File: src/rtl/dacif_pkg.sv
`timescale 1ns/1ps
package dacif_pkg;

  // Mid-scale code for a given code width (the ground-offset value).
  function automatic logic [31:0] mid_code(input int unsigned w);
    return 32'(1) << (w - 1);
  endfunction

  // Straight-binary channel match for address decode.
  function automatic logic addr_hit(input logic [7:0] a, input int unsigned idx);
    return a == idx[7:0];
  endfunction

endpackage

File: src/rtl/dac_sync_stage.sv
`timescale 1ns/1ps
module dac_sync_stage #(
  parameter int unsigned W = 1,
  parameter logic [W-1:0] RST_VAL = '0
) (
  input  logic         clk,
  input  logic         rst,
  input  logic [W-1:0] d_i,
  output logic [W-1:0] q_o
);
  logic [W-1:0] meta_q;

  always_ff @(posedge clk) begin
    if (rst) begin
      meta_q <= RST_VAL;
      q_o    <= RST_VAL;
    end else begin
      meta_q <= d_i;
      q_o    <= meta_q;
    end
  end
endmodule

File: src/rtl/dac_in_bank.sv
`timescale 1ns/1ps
module dac_in_bank #(
  parameter int unsigned NUM_CH = 8,
  parameter int unsigned CODE_W = 14
) (
  input  logic                     clk,
  input  logic                     rst,
  input  logic [NUM_CH-1:0]        hit_i,
  input  logic [CODE_W-1:0]        data_i,
  output logic [NUM_CH*CODE_W-1:0] q_o,
  output logic [NUM_CH*CODE_W-1:0] nxt_o
);
  localparam logic [CODE_W-1:0] MID = CODE_W'(dacif_pkg::mid_code(CODE_W));

  for (genvar i = 0; i < NUM_CH; i++) begin : g_ch
    // nxt_o is the value the staging register holds after this edge;
    // the output stage reads it so that flow-through needs one update.
    assign nxt_o[i*CODE_W +: CODE_W] = hit_i[i] ? data_i : q_o[i*CODE_W +: CODE_W];

    always_ff @(posedge clk) begin
      if (rst) q_o[i*CODE_W +: CODE_W] <= MID;
      else     q_o[i*CODE_W +: CODE_W] <= nxt_o[i*CODE_W +: CODE_W];
    end
  end
endmodule

File: src/rtl/dac_out_bank.sv
`timescale 1ns/1ps
module dac_out_bank #(
  parameter int unsigned NUM_CH = 8,
  parameter int unsigned CODE_W = 14
) (
  input  logic                     clk,
  input  logic                     rst,
  input  logic                     ld_i,
  input  logic                     clr_i,
  input  logic [NUM_CH*CODE_W-1:0] nxt_i,
  output logic [NUM_CH*CODE_W-1:0] dac_q_o,
  output logic [NUM_CH*CODE_W-1:0] code_o,
  output logic [NUM_CH-1:0]        clear_o
);
  localparam logic [CODE_W-1:0] MID = CODE_W'(dacif_pkg::mid_code(CODE_W));

  for (genvar i = 0; i < NUM_CH; i++) begin : g_ch
    always_ff @(posedge clk) begin
      if (rst)       dac_q_o[i*CODE_W +: CODE_W] <= MID;
      else if (ld_i) dac_q_o[i*CODE_W +: CODE_W] <= nxt_i[i*CODE_W +: CODE_W];
    end

    // Clear overrides only the presented code; storage is untouched.
    assign code_o[i*CODE_W +: CODE_W] = clr_i ? MID : dac_q_o[i*CODE_W +: CODE_W];
    assign clear_o[i] = clr_i;
  end
endmodule

File: src/rtl/octal_dac_regs.sv
`timescale 1ns/1ps
module octal_dac_regs #(
  parameter int unsigned NUM_CH = 8,
  parameter int unsigned CODE_W = 14,
  localparam int unsigned ADDR_W = $clog2(NUM_CH)
) (
  input  logic                     clk,
  input  logic                     rst,
  input  logic                     cs_n,
  input  logic                     wr_n,
  input  logic                     ldac_n,
  input  logic                     clr_n,
  input  logic [ADDR_W-1:0]        addr_i,
  input  logic [CODE_W-1:0]        data_i,
  output logic [NUM_CH*CODE_W-1:0] code_o,
  output logic [NUM_CH-1:0]        clear_o
);
  localparam int unsigned SYNC_W = 4 + ADDR_W + CODE_W;
  localparam logic [SYNC_W-1:0] SYNC_RST = {4'b1111, {(ADDR_W + CODE_W){1'b0}}};

  logic [SYNC_W-1:0] raw_bus, sync_bus;
  logic cs_s, wr_s, ldac_s, clr_s;
  logic [ADDR_W-1:0] addr_s;
  logic [CODE_W-1:0] data_s;

  // Named internal events, also seen by the bound checker.
  logic                     wr_act;
  logic [NUM_CH-1:0]        wr_hit;
  logic                     ld_act;
  logic                     clr_act;
  logic [NUM_CH*CODE_W-1:0] in_q, in_nxt, dac_q;

  assign raw_bus = {cs_n, wr_n, ldac_n, clr_n, addr_i, data_i};

  dac_sync_stage #(.W(SYNC_W), .RST_VAL(SYNC_RST)) sync_i (
    .clk(clk), .rst(rst), .d_i(raw_bus), .q_o(sync_bus)
  );

  assign {cs_s, wr_s, ldac_s, clr_s, addr_s, data_s} = sync_bus;

  assign wr_act  = !cs_s && !wr_s;
  assign ld_act  = !ldac_s;
  assign clr_act = !clr_s;

  for (genvar i = 0; i < NUM_CH; i++) begin : g_dec
    assign wr_hit[i] = wr_act && dacif_pkg::addr_hit(8'(addr_s), i);
  end

  dac_in_bank #(.NUM_CH(NUM_CH), .CODE_W(CODE_W)) in_bank_i (
    .clk(clk), .rst(rst), .hit_i(wr_hit), .data_i(data_s),
    .q_o(in_q), .nxt_o(in_nxt)
  );

  dac_out_bank #(.NUM_CH(NUM_CH), .CODE_W(CODE_W)) out_bank_i (
    .clk(clk), .rst(rst), .ld_i(ld_act), .clr_i(clr_act), .nxt_i(in_nxt),
    .dac_q_o(dac_q), .code_o(code_o), .clear_o(clear_o)
  );
endmodule

File: config.mk
export PLATFORM = sky130hd
export DESIGN_NAME = octal_dac_regs
export DESIGN_NICKNAME = d
export VERILOG_FILES = /design/src/rtl/dacif_pkg.sv /design/src/rtl/dac_sync_stage.sv /design/src/rtl/dac_in_bank.sv /design/src/rtl/dac_out_bank.sv /design/src/rtl/octal_dac_regs.sv
export SDC_FILE = /design/constraint.sdc
export NUM_CORES = 1
export LEC_CHECK = 0
export ABC_CLOCK_PERIOD_IN_PS = 1500
export CAP_MARGIN = 20
export CORE_MARGIN = 1
export CORE_UTILIZATION = 40
export DETAILED_ROUTE_END_ITERATION = 8
export GPL_TIMING_DRIVEN = 0
export SLEW_MARGIN = 30
export SYNTH_ARGS = -nofsm -noshare
export SYNTH_HDL_FRONTEND = slang
export SYNTH_SLANG_ARGS = --single-unit
File: constraint.sdc
create_clock -name clk -period 1.5 [get_ports clk]
set_input_delay 0.3 -clock clk [delete_from_list [all_inputs] [get_ports clk]]
set_output_delay 0.3 -clock clk [all_outputs]
set_load 0.02 [all_outputs]
==> flow_summary.ini <==
[power]
power_density_mw_per_mm2 = 1080
power_mw = 15.9
vdd_drop_max_mv = 0.696
p_leak_nw = 5.26

[synthesis]
netlist_instances = 1128
ys_ff_latch = 266
synth_fp_nets = 1151
yosys_warnings = 0
yosysUniqueCellTypes = 28
yosysSeqAreaShare_pct = 52.5
netlist_area_sq_mm = 0.0101
synth.avg_cell_area_sq_um = 8.99

[timing]
max_freq_ghz = 0.519
worstMarginPinSlew_ns = 0.766
worst_slack_ns = -0.426
hold_violations = 0
hold_slack_ns = 0.305
rsz0062_at_grt = true
max_slew_margin_pct = 48.8
min_period_over_period_pct = 128
fin_skew_ns = 0.00697
fin_setup_tns_ns = -43.38
setup_viol = 160
final.min_clock_period_ns = 1.93
drv_slew = 0

[placed_design]
place_ws_ns = -1.10
numPortBuffers = 141
place_hpwl_um = 20900
placedInstanceArea_sq_mm = 0.0120
dp.cells = 1593
place.gp.congestion = 0.825

[cts]
cts_buffers = 28
cts_sinks = 266
insertion_delay_ns = 0.54
cts_tree = yes
cts-root-buf = clkbuf_16
clk_path_buf_depth = 3
clkTransAtPathRegs_ns = 0.06
h-tree-depth = 1

[floorplan]
pin_count = 143
row_count = 57
start_util_pct = 41.2
core_sq_mm = 0.0246
dieArea_sq_mm = 0.0260
die_h_um = 161
die_width_um = 161

[layout]
final_area_sq_mm = 0.0147
layoutNonFillerInstCount = 1648
utilization_pct = 59.9
diodes = 0
mostFrequentLayoutCell = dfxtp_1
drive_above_1_share_pct = 37.3
syn2layout_area_growth_pct = 45.2
layout_common_cells = 257 x dfxtp_1, 123 x buf_6, 110 x nand3_1, 105 x nor2_1, 97 x a21oi_1
fin_nets = 1328

[setup_path]
crit_family = buffers and inverters
critPathMaxFanout = 10
cp.required_ns = 1.20
crit_path_top_delay_cell = dfxtp_4
r2r_cells = 5
path_depth = 4
crit_path_frequent_cell = clkbuf_16
cp-start-kind = register
worst_setup_path_end_kind = primary output
slowest_delay_ns = 0.44
path_cells = clkbuf_16, clkbuf_16, and2_4, buf_6
crit_buf_inv = 3
critPathArrivalTime_ns = 1.63
critPathKind = register to primary output

[worst_hold_path]
min_path_cells = 3
worstHoldPathType = input pin to register

[global_routing]
grt.overflow.total = 0
gr-max-usage-layer = met2
track_usage_pct = 24.0
antenna_found_initial = 0
use_met3_pct = 3.57
grt_pass1_wl_um = 48400
met1_usage_pct = 32.7
gr-usage-met2_pct = 39.0
grt_max_degree = 14
grt_pass1_vias = 8339

[drt]
first_iter_violations = 578
via_count = 9169
post_drt_wl_per_cell_um = 20.2
ant_nets = 0
via_per_inst = 5.56
drc = 0
drt-total-wl_um = 33200
first_pass_iters = 5

[status]
violations = setup timing
status = finished, violations left

[flow_run]
cap_violations = 0
[layout make-up]
type / instances / area, sq um
Fill cell: 2152 / 9880
Inverter: 2 / 15.0
Multi-Input combinational cell: 727 / 5250
Clock buffer: 47 / 883
Timing Repair Buffer: 161 / 1750
Sequential cell: 266 / 5350
Clock inverter: 2 / 35.0
Tap cell: 324 / 405
Buffer: 119 / 1040
[synth_stat cells]
cell type	n	area, sq um
nand3b_1	8	60.1
buf_4	25	188
or3_4	1	11.3
buf_6	6	67.6
or3b_1	1	8.76
nor3_1	8	40.0
nand2_1	1	3.75
clkbuf_2	3	15.0
o21ai_0	64	320
a21oi_1	104	521
nor2b_1	36	225
nand2b_1	10	62.6
buf_2	16	80.1
dfxtp_1	266	5330
nand3_1	112	561
nor2_2	1	6.26
or2_1	1	6.26
a31oi_1	8	50.1
nor3b_2	1	12.5
a311oi_1	104	911
and2_1	105	657
inv_1	1	3.75
nor3_2	1	10.0
clkbuf_1	83	312
or2_2	8	50.1
inv_2	1	3.75
o21ai_1	48	240
nor2_1	105	394
[worst min-delay path, delay by kind of cell]
kind | cells | cell delay [ns]
buffers and inverters | 2 | 0.36
AND/OR/NAND/NOR | 1 | 0.14
[worst paths after layout]
path | startpoint | endpoint | slack (ns)
worst max register to register | sync_i.q_o[19]$_SDFF_PP1_ | out_bank_i.dac_q_o[100]$_SDFFE_PP0N_ | -0.07
worst min-delay path | rst | sync_i.q_o[15]$_SDFF_PP0_ | 0.31
worst max-delay path | sync_i.q_o[17]$_SDFF_PP1_ | code_o[70] | -0.43
worst min register to register | sync_i.meta_q[19]$_SDFF_PP1_ | sync_i.q_o[19]$_SDFF_PP1_ | 0.41
[flip-flops by register name (all words and copies together), names as in the netlist]
signal              count
in_bank_i.q_o         112
out_bank_i.dac_q_o    112
sync_i.q_o             21
sync_i.meta_q          21
[repair_timing]
| item | CTS | global route |
|---|---|---|
| setup endpoints to repair | 335 | 303 |
| gates resized for setup | 800 | 365 |
| gates cloned | 2 | 8 |
| pin swaps | 5 | 88 |
| buffers inserted | 3 | 8 |
| hold buffers | 0 | 0 |
[layer usage]
metal	vias up	wire length, um
li1	4369	-
met3	62	2010
met1	4393	14400
met2	345	15700
met4	0	1110
met5	-	0
[cells by family (layout without fill, tap and decap cells)]
kind of cell | count (synthesis) | count (layout) | share of synthesized area [%]
buffers and inverters | 135 | 331 | 6.60
AOI/OAI and AO/OA | 328 | 328 | 20.1
and+or+nand+nor | 399 | 399 | 20.8
DFF | 266 | 266 | 52.5
[power by group]
part | total [mW] | switching (mW) | leakage, nW | internal [mW]
combinational | 1.58 | 0.843 | 2.64 | 0.734
clock | 6.86 | 2.73 | 0.451 | 4.13
sequential | 7.44 | 0.185 | 2.17 | 7.25
total | 15.9 | 3.75 | 5.26 | 12.1
(Power assumes the default switching activity.)
